**src/rtl/exc_entry_pkg.sv**
```systemverilog
// Package: shared event encoding and status-register field positions for
// the exception entry controller. Assumes a status word of at least 29 bits.
package exc_entry_pkg;

    typedef enum logic [1:0] {
        EVT_NONE  = 2'b00,
        EVT_RST   = 2'b01,
        EVT_DBG   = 2'b10,
        EVT_UNREC = 2'b11
    } evt_e;

    localparam int SR_R    = 15;
    localparam int SR_GM   = 16;
    localparam int SR_EM   = 21;
    localparam int SR_M_LO = 22;
    localparam int SR_M_HI = 24;
    localparam int SR_D    = 26;
    localparam int SR_DM   = 27;
    localparam int SR_J    = 28;

    localparam logic [2:0] MODE_EXC = 3'b110;

endpackage

```
**src/rtl/exc_prio.sv**
```systemverilog
// Module: exc_prio
// Chooses the non-reset event for this cycle: debug stop first, then an
// unrecoverable exception (request while EM set). A request with EM clear
// is flagged for the normal exception path. Reset is resolved by the top.
module exc_prio
    import exc_entry_pkg::*;
(
    input  logic dbg_stop,
    input  logic exc_req,
    input  logic em_set,
    output evt_e sel,
    output logic pass
);

    // Fixed priority choice between the two maskless events.
    always_comb begin
        if (dbg_stop) begin
            sel = EVT_DBG;
        end else if (exc_req && em_set) begin
            sel = EVT_UNREC;
        end else begin
            sel = EVT_NONE;
        end
    end

    // Request left unhandled here because exceptions are unmasked.
    always_comb begin
        pass = exc_req && !em_set && !dbg_stop;
    end

endmodule

```
**src/rtl/exc_sr_xform.sv**
```systemverilog
// Module: exc_sr_xform
// Computes the rewritten status word for the selected event. Untouched
// fields pass through. Assumes XLEN covers the highest field (bit 28).
module exc_sr_xform
    import exc_entry_pkg::*;
#(
    parameter int XLEN = 32
) (
    input  logic [XLEN-1:0] sr_cur,
    input  evt_e            sel,
    output logic [XLEN-1:0] sr_new
);

    // Apply the common entry writes, then the debug-only extras.
    always_comb begin
        sr_new = sr_cur;
        if (sel == EVT_DBG || sel == EVT_UNREC) begin
            sr_new[SR_M_HI:SR_M_LO] = MODE_EXC;
            sr_new[SR_R]            = 1'b0;
            sr_new[SR_J]            = 1'b0;
            sr_new[SR_EM]           = 1'b1;
            sr_new[SR_GM]           = 1'b1;
        end
        if (sel == EVT_DBG) begin
            sr_new[SR_D]  = 1'b1;
            sr_new[SR_DM] = 1'b1;
        end
    end

endmodule

```
**src/rtl/exc_ctx_reg.sv**
```systemverilog
// Module: exc_ctx_reg
// One saved context: a return-status and a return-address register that
// load together on request and clear during synchronous active-low reset.
module exc_ctx_reg #(
    parameter int XLEN = 32
) (
    input  logic            clk,
    input  logic            rst_n,
    input  logic            load,
    input  logic [XLEN-1:0] st_d,
    input  logic [XLEN-1:0] ad_d,
    output logic [XLEN-1:0] st_q,
    output logic [XLEN-1:0] ad_q
);

    // Capture the context on load, zero it in reset, hold otherwise.
    always_ff @(posedge clk) begin
        if (!rst_n) begin
            st_q <= '0;
            ad_q <= '0;
        end else if (load) begin
            st_q <= st_d;
            ad_q <= ad_d;
        end
    end

endmodule

```
**src/rtl/exc_entry_ctrl.sv**
```systemverilog
// Module: exc_entry_ctrl (top)
// Applies reset, debug-stop and unrecoverable-exception entry in one edge:
// new status word, new PC, saved contexts and a one-cycle event code.
// Assumes synchronous active-low reset and XLEN >= 29.
module exc_entry_ctrl
    import exc_entry_pkg::*;
#(
    parameter int              XLEN      = 32,
    parameter logic [XLEN-1:0] SR_RST    = 32'h0040_0000,
    parameter logic [XLEN-1:0] RESET_PC  = 32'hA000_0000,
    parameter logic [XLEN-1:0] UNREC_OFS = '0
) (
    input  logic            clk,
    input  logic            rst_n,
    input  logic            dbg_stop_i,
    input  logic            exc_req_i,
    input  logic [XLEN-1:0] pc_i,
    input  logic [XLEN-1:0] fault_pc_i,
    input  logic [XLEN-1:0] sr_i,
    input  logic [XLEN-1:0] vbase_i,
    output logic [XLEN-1:0] sr_o,
    output logic [XLEN-1:0] pc_o,
    output logic [XLEN-1:0] dbg_rsr_o,
    output logic [XLEN-1:0] dbg_rar_o,
    output logic [XLEN-1:0] exc_rsr_o,
    output logic [XLEN-1:0] exc_rar_o,
    output logic [1:0]      evt_o,
    output logic            exc_pass_o
);

    localparam int NCTX    = 2;
    localparam int CTX_DBG = 0;
    localparam int CTX_EXC = 1;

    evt_e            sel;
    logic            pass;
    logic [XLEN-1:0] sr_new;
    logic [XLEN-1:0] pc_new;
    logic [NCTX-1:0] ctx_ld;
    logic [XLEN-1:0] ctx_st_d [NCTX];
    logic [XLEN-1:0] ctx_ad_d [NCTX];
    logic [XLEN-1:0] ctx_st_q [NCTX];
    logic [XLEN-1:0] ctx_ad_q [NCTX];
    logic [XLEN-1:0] sr_q;
    logic [XLEN-1:0] pc_q;
    evt_e            evt_q;
    logic            pass_q;

    exc_prio u_prio (
        .dbg_stop (dbg_stop_i),
        .exc_req  (exc_req_i),
        .em_set   (sr_i[SR_EM]),
        .sel      (sel),
        .pass     (pass)
    );

    exc_sr_xform #(.XLEN(XLEN)) u_xform (
        .sr_cur (sr_i),
        .sel    (sel),
        .sr_new (sr_new)
    );

    // Next PC: vector for unrecoverable, otherwise the current PC.
    always_comb begin
        pc_new = (sel == EVT_UNREC) ? (vbase_i + UNREC_OFS) : pc_i;
    end

    // Context load strobes and data for each saved context.
    always_comb begin
        ctx_ld[CTX_DBG]   = (sel == EVT_DBG);
        ctx_st_d[CTX_DBG] = sr_i;
        ctx_ad_d[CTX_DBG] = pc_i;
        ctx_ld[CTX_EXC]   = (sel == EVT_UNREC);
        ctx_st_d[CTX_EXC] = sr_i;
        ctx_ad_d[CTX_EXC] = fault_pc_i;
    end

    for (genvar g = 0; g < NCTX; g++) begin : g_ctx
        exc_ctx_reg #(.XLEN(XLEN)) u_ctx (
            .clk   (clk),
            .rst_n (rst_n),
            .load  (ctx_ld[g]),
            .st_d  (ctx_st_d[g]),
            .ad_d  (ctx_ad_d[g]),
            .st_q  (ctx_st_q[g]),
            .ad_q  (ctx_ad_q[g])
        );
    end

    // Register the new state and the event pulse; reset overrides all.
    always_ff @(posedge clk) begin
        if (!rst_n) begin
            sr_q   <= SR_RST;
            pc_q   <= RESET_PC;
            evt_q  <= EVT_RST;
            pass_q <= 1'b0;
        end else begin
            sr_q   <= sr_new;
            pc_q   <= pc_new;
            evt_q  <= sel;
            pass_q <= pass;
        end
    end

    assign sr_o       = sr_q;
    assign pc_o       = pc_q;
    assign evt_o      = evt_q;
    assign exc_pass_o = pass_q;
    assign dbg_rsr_o  = ctx_st_q[CTX_DBG];
    assign dbg_rar_o  = ctx_ad_q[CTX_DBG];
    assign exc_rsr_o  = ctx_st_q[CTX_EXC];
    assign exc_rar_o  = ctx_ad_q[CTX_EXC];

endmodule

```
**config.mk**
```make
export PLATFORM = sky130hd
export DESIGN_NAME = exc_entry_ctrl
export DESIGN_NICKNAME = d
export VERILOG_FILES = /design/src/rtl/exc_entry_pkg.sv /design/src/rtl/exc_prio.sv /design/src/rtl/exc_sr_xform.sv /design/src/rtl/exc_ctx_reg.sv /design/src/rtl/exc_entry_ctrl.sv
export SDC_FILE = /design/constraint.sdc
export NUM_CORES = 1
export LEC_CHECK = 0
export ABC_AREA = 1
export BUFFER_PORTS_ARGS = -buffer_cell sky130_fd_sc_hd__buf_2
export CORE_MARGIN = 10
export CORE_UTILIZATION = 41
export DETAILED_ROUTE_END_ITERATION = 8
export GPL_TIMING_DRIVEN = 0
export PLACE_DENSITY = 0.75
export REMOVE_ABC_BUFFERS = 1
export SLEW_MARGIN = 20
export SYNTH_ARGS = -nofsm -noshare
export SYNTH_HDL_FRONTEND = slang
export SYNTH_SLANG_ARGS = --single-unit
```
**constraint.sdc**
```tcl
create_clock -name clk -period 0.9 [get_ports clk]
set_input_delay 0.09 -clock clk [delete_from_list [all_inputs] [get_ports clk]]
set_output_delay 0.09 -clock clk [all_outputs]
set_load 0.02 [all_outputs]
```
==> Word-level counts from Yosys, hierarchy flattened <==
Cells that the tools add are included.
{ "op_classes": {"eq_ne": 2, "reduce_logical": 7, "n_mux": 6, "n_bitwise": 1} }
{ "ops": {"columns": ["operator", "count"], "rows": [
  ["$mux W32", 1],
  ["$mux W2", 4],
  ["$eq A2 B2 Y1 const B", 2],
  ["$mux W4", 1],
  ["$logic_and A1 B1 Y1", 3],
  ["$logic_not A1 Y1", 2],
  ["$reduce_or A2 Y1", 1],
  ["$logic_or A1 B1 Y1", 1],
  ["$not A1 Y1", 1]
]} }
{ "totals": {"word_cells": 25, "ff_bits": 195, "in_bits": 132} }

==> Longest topological paths before layout <==
{ "logic_depth": {"word_depth": 6, "depth_mapped": 8, "mapped_depth_nobuf": 5} }

==> Modules after synthesis <==
Synthesis repeated with hierarchy kept, for this count alone.
{ "hier_totals": {"hier_cells": 1165, "area_unflattened_um2": 7902.6} }
{ "by_module_without_submodules": {"columns": ["module", "n_inst", "seq_area_each_um2", "area_each_um2", "cells_each"], "rows": [
  ["exc_ctx_reg", 2, 1281.2, 2670.1, 405],
  ["exc_entry_ctrl", 1, 1341.3, 2297.2, 310],
  ["exc_sr_xform", 1, 0.0, 242.7, 39],
  ["exc_prio", 1, 0.0, 22.5, 6]
]} }

==> Worst setup path after synthesis <==
OpenSTA, ideal clock, no wires.
{ "synth_timing": {"kind": "input port to flip-flop", "from": "input port dbg_stop_i", "to": "register pc_q[29], in the netlist pc_o[29]", "slack_ns": -0.074, "required_time_ns": 0.770, "arrival_time_ns": 0.844, "setup_ns": 0.130, "path_stages": 7, "cell_sequence": "buf_2 inv_4 nand3_4 buf_6 buf_2 nand2_1 nand3_1"} }
{ "synth_via": {"elab_chain_cells": 3} }
{ "synth_lines": {"columns": ["element", "line_no", "rtl"], "rows": [
  ["from (decl)", "exc_entry_ctrl.sv:15", "input logic dbg_stop_i,"],
  ["$mux W2", "exc_prio.sv:17", "if (dbg_stop) begin"],
  ["$eq A2 B2 Y1", "exc_entry_ctrl.sv:65", "pc_new = (sel == EVT_UNREC) ? (vbase_i + UNREC_OFS) : pc_i;"],
  ["$mux W32", "exc_entry_ctrl.sv:65", null],
  ["to (signal assigned)", "exc_entry_ctrl.sv:99", "pc_q <= pc_new;"],
  ["to (decl)", "exc_entry_ctrl.sv:45", "logic [XLEN-1:0] pc_q;"]
]} }
No other way between the ends.
A chain may end at the register's enable or synchronous reset.

==> Worst setup path in the final report <==
{ "layout_timing": {"from": "register g_ctx[0].u_ctx.ad_q[21]", "to": "output port dbg_rar_o[21]"} }
{ "layout_lines": {"columns": ["element", "line_no", "rtl"], "rows": [
  ["from (decl)", "exc_ctx_reg.sv:13", "output logic [XLEN-1:0] ad_q"],
  ["from (signal assigned)", "exc_ctx_reg.sv:20", "ad_q <= '0;"],
  ["from (signal assigned)", "exc_ctx_reg.sv:23", "ad_q <= ad_d;"],
  ["to (decl)", "exc_entry_ctrl.sv:24", "output logic [XLEN-1:0] dbg_rar_o,"]
]} }
No word-level cell between the ends.

==> metrics.md <==
| Metric | Value |
|---|---|
| Status | complete, but fails checks |
| Violations in the final reports | setup timing |
| Number of buffers inserted by port buffering | 326 |
| Final worst setup slack | -0.117 ns |
| Unrepaired setup endpoints after global routing | true |
| Die ar. | approximately 22000 µm² |
| Largest area contributor in the netlist | sky130_fd_sc_hd__dfxtp_1 |
| Gate Count Post-Synth | slightly below 900 |
| Worst path max stage delay | 0.37 ns |
| Maximum count of clock buffers along a single path | 2 |
| Routed length per placed instance | ~22 µm |
| Number of endpoints with negative hold slack in the final report | 0 |
| First-iteration detailed-routing DRC count | a little over 600 |
| Leading cell types by total area after synthesis | sky130_fd_sc_hd__dfxtp_1 (58%), sky130_fd_sc_hd__nor2_1 (13%), sky130_fd_sc_hd__nand2_1 (9.5%) |
| Arrival time of data at the critical path endpoint | approximately 0.93 ns |
| Synth unique cells | 18 |
| Area of the multi-input gates | 2250 µm² |
| Worst path cell trace | buf_6 |
| Share of async-settable or async-resettable flops after synthesis | 0% |
| Last weighted congestion value of the routability-driven placer | approximately 0.79 |
| Placed insts | 1368 |
| Highest net fanout along the worst path | 2 |
| Total area of sequential cells | between 4000 and 5000 µm² |
| Number of standard cells in the layout, taps in and fillers out | about 1600 |
| Most used standard cell by instance count after synthesis | sky130_fd_sc_hd__nor2_1 |
| Area of the placeable core | between 15000 and 20000 µm² |
| Worst clock skew | 0 ns |
| Yosys top cell area share | between 50 and 60% |
| Number of global-route vias before repair | between 8000 and 9000 |
| Number of buffers created by CTS | 17 |
| Buf+Inv Stages, Crit Path | 1 |
| Kind of cell adding the most delay to the critical path | flip-flops |
| Total number of nets in the final design | 1480 |
| Final global-route overflow total | 0 |
| Register area share after synthesis | roughly three fifths |
| Die Wd | approximately 150 µm |
| Number of enable-type register cells in the synthesized netlist | 0 |
| CTS sink cnt | between 150 and 200 |
| Worst EP required | around 0.81 ns |
| Site row count | 46 |
| Final setup violating endpoints | 206 |
| Final period demand of the worst path | between 1 and 1.5 ns |
| Number of violations of the max-capacitance limit | 0 |
| Fraction of final layout cells sized beyond drive strength 1 | between 40% and 50% |
| Synth warn | 0 |
| Global routing usage summed across all routing layers | roughly 28% |
| Global-route wire length before repair | 48500 µm |
| Mean area per synthesized cell | 7.66 µm² |
| CP max-delay cell | sky130_fd_sc_hd__dfxtp_2 |
| Io pins | 327 |
| Area Overhead vs Synth | 86.5% |
| Initial antenna violation count | 2 |
| Detailed Routing Iterations Pass 1 | 7 |
| Clock network latency to the later pin of the worst-skew pair | about 0.42 ns |
| Total power of the final layout | ~22 mW |
| Initial standard-cell utilization of the core | approximately two fifths |
| Overall via count from detail_route | ~8300 |
| Post-Syn Area | approximately 6700 µm² |
| Pin count of the biggest net entering global routing | 89 |
| Power density relative to cell area | 1750 nW/µm² |
| Level count of the clock H-tree | 4 |
| TritonCTS clock tree | yes |
| Number of flip-flops and latches in the synthesized netlist | 195 |
| Top cell types by occurrence after synthesis | sky130_fd_sc_hd__nor2_1 (228), sky130_fd_sc_hd__dfxtp_1 (195), sky130_fd_sc_hd__nand2_1 (169) |
| VDD IR-drop max | ~1.2 mV |
| Critical Path Sink Type | output port |
| Slew at the pin with the worst max-slew slack | about 0.41 ns |
| Vias/cell | about 5.2 |
| Leakage component of the power | between 6 and 7 nW |
| Fillcell total | 808 |
| Number of pins exceeding their max-slew limit in the final report | 0 |
| Number of remaining DRC errors | 0 |
| Clock root buffer | sky130_fd_sc_hd__clkbuf_16 |
| Rel. slew slack | just over 70% |
| Worst hold-check path type | in2reg |
| HPWL reported at the end of detailed placement | 15800 µm |
| Ys flop type | sky130_fd_sc_hd__dfxtp_1 |
| Fin crit share | 113% |
| Maximum frequency from static timing analysis | approximately 980 MHz |
| Post-route antenna net violation count | 0 |
| Worst setup SP type | flip-flop |
| Post-route setup TNS | -14.11 ns |
| Worst setup path category | reg2out |
| Die Y | roughly 150 µm |
| Wire length after detailed routing | around 35000 µm |
| CTS clock-pin slew for the worst setup and hold paths | ~0.070 ns |
kinds of logic (layout without fill, tap and decap cells):
family	count (synthesis)	in the layout	share of synthesized area [%]
AO/OA/AOI/OAI	128	128	9.58
AND/OR/NAND/NOR	404	405	23.1
other	0	2	0
flip-flops	195	195	58.4
buffers and inverters	146	633	9.01
placed cells by master (no fill, tap or decap), types with 2 or more instances in the layout:
master	instances
sky130_fd_sc_hd__clkinvlp_4	3
sky130_fd_sc_hd__buf_16	5
sky130_fd_sc_hd__nor2_2	13
sky130_fd_sc_hd__nor2_1	215
sky130_fd_sc_hd__dfxtp_2	194
sky130_fd_sc_hd__nand2_1	167
sky130_fd_sc_hd__nand3_1	2
sky130_fd_sc_hd__a21oi_1	61
sky130_fd_sc_hd__buf_12	4
sky130_fd_sc_hd__clkinv_4	2
sky130_fd_sc_hd__dlygate4sd3_1	131
sky130_fd_sc_hd__buf_4	33
sky130_fd_sc_hd__inv_1	92
sky130_fd_sc_hd__clkbuf_8	3
sky130_fd_sc_hd__clkbuf_16	21
sky130_fd_sc_hd__diode_2	2
sky130_fd_sc_hd__o21ai_0	66
sky130_fd_sc_hd__buf_2	129
sky130_fd_sc_hd__inv_6	3
sky130_fd_sc_hd__buf_6	197
sky130_fd_sc_hd__bufbuf_16	3
sky130_fd_sc_hd__clkbuf_1	2
sky130_fd_sc_hd__clkinv_2	2
routing by layer:
metal | track usage, % | routed length (µm)
met5 | 0 | 0
met4 | 14.5 | 1630
met3 | 12.1 | 4610
met2 | 48.0 | 16800
met1 | 28.6 | 11700
where the power goes:
group          internal (mW)  total [mW]  switching (mW)
Clock                   4.07        7.54            3.48
Sequential              9.31        9.73           0.415
Combinational           2.20        4.59            2.39
Total                   15.6        21.9            6.28
what timing repair did:
item,4_1_cts,5_1_grt
hold buffers,130,1
pin swaps,1,3
buffers inserted,7,30
resized for setup,601,24
cloned,6,4
endpoints found under the hold margin,191,14
endpoints found under the setup margin,308,254
per-stage QoR:
| stage | hold slack [ns] | instance area, µm² | setup slack [ns] | util, % |
|---|---|---|---|---|
| final | 0.0381 | 12500 | -0.117 | 78.3 |
| after global routing | 0.0487 | 12500 | -0.145 | 78.3 |
| after CTS | -0.0180 | 12100 | -0.133 | 75.7 |
| after detailed placement | 0.302 | 8470 | -1.52 | 53.1 |
| after global placement | 0.292 | 8340 | -3.23 | 52.3 |
| after floorplan | 0.159 | 6440 | -1.02 | - |
state kept, by name, summed over array words and instances, names as in the netlist:
name,count
evt_o,2
exc_pass_o,1
g_ctx.u_ctx.ad_q,64
g_ctx.u_ctx.st_q,64
pc_o,32
sr_o,32
area by class of cell:
| cell class | instances | area share [%] |
|---|---|---|
| clock buffer | 22 | 3.80 |
| timing repair inverter | 1 | 0.0702 |
| clock inverter | 10 | 0.782 |
| inverter | 94 | 3.04 |
| sequential | 195 | 33.3 |
| timing repair buffer | 506 | 38.8 |
| multi-input combinational | 533 | 18.1 |
| antenna | 2 | 0.0401 |
| tap | 216 | 2.17 |
final timing paths:
check,startpoint,endpoint,slack (ns),cells after the start
min reg2reg,g_ctx[1].u_ctx.st_q[21],g_ctx[1].u_ctx.st_q[21],0.48,2
min,dbg_stop_i,sr_o[21],0.04,3
max,g_ctx[0].u_ctx.ad_q[21],dbg_rar_o[21],-0.12,1
max reg2reg,g_ctx[0].u_ctx.ad_q[21],g_ctx[0].u_ctx.ad_q[21],-0.04,3
(Power assumes the default switching activity.)
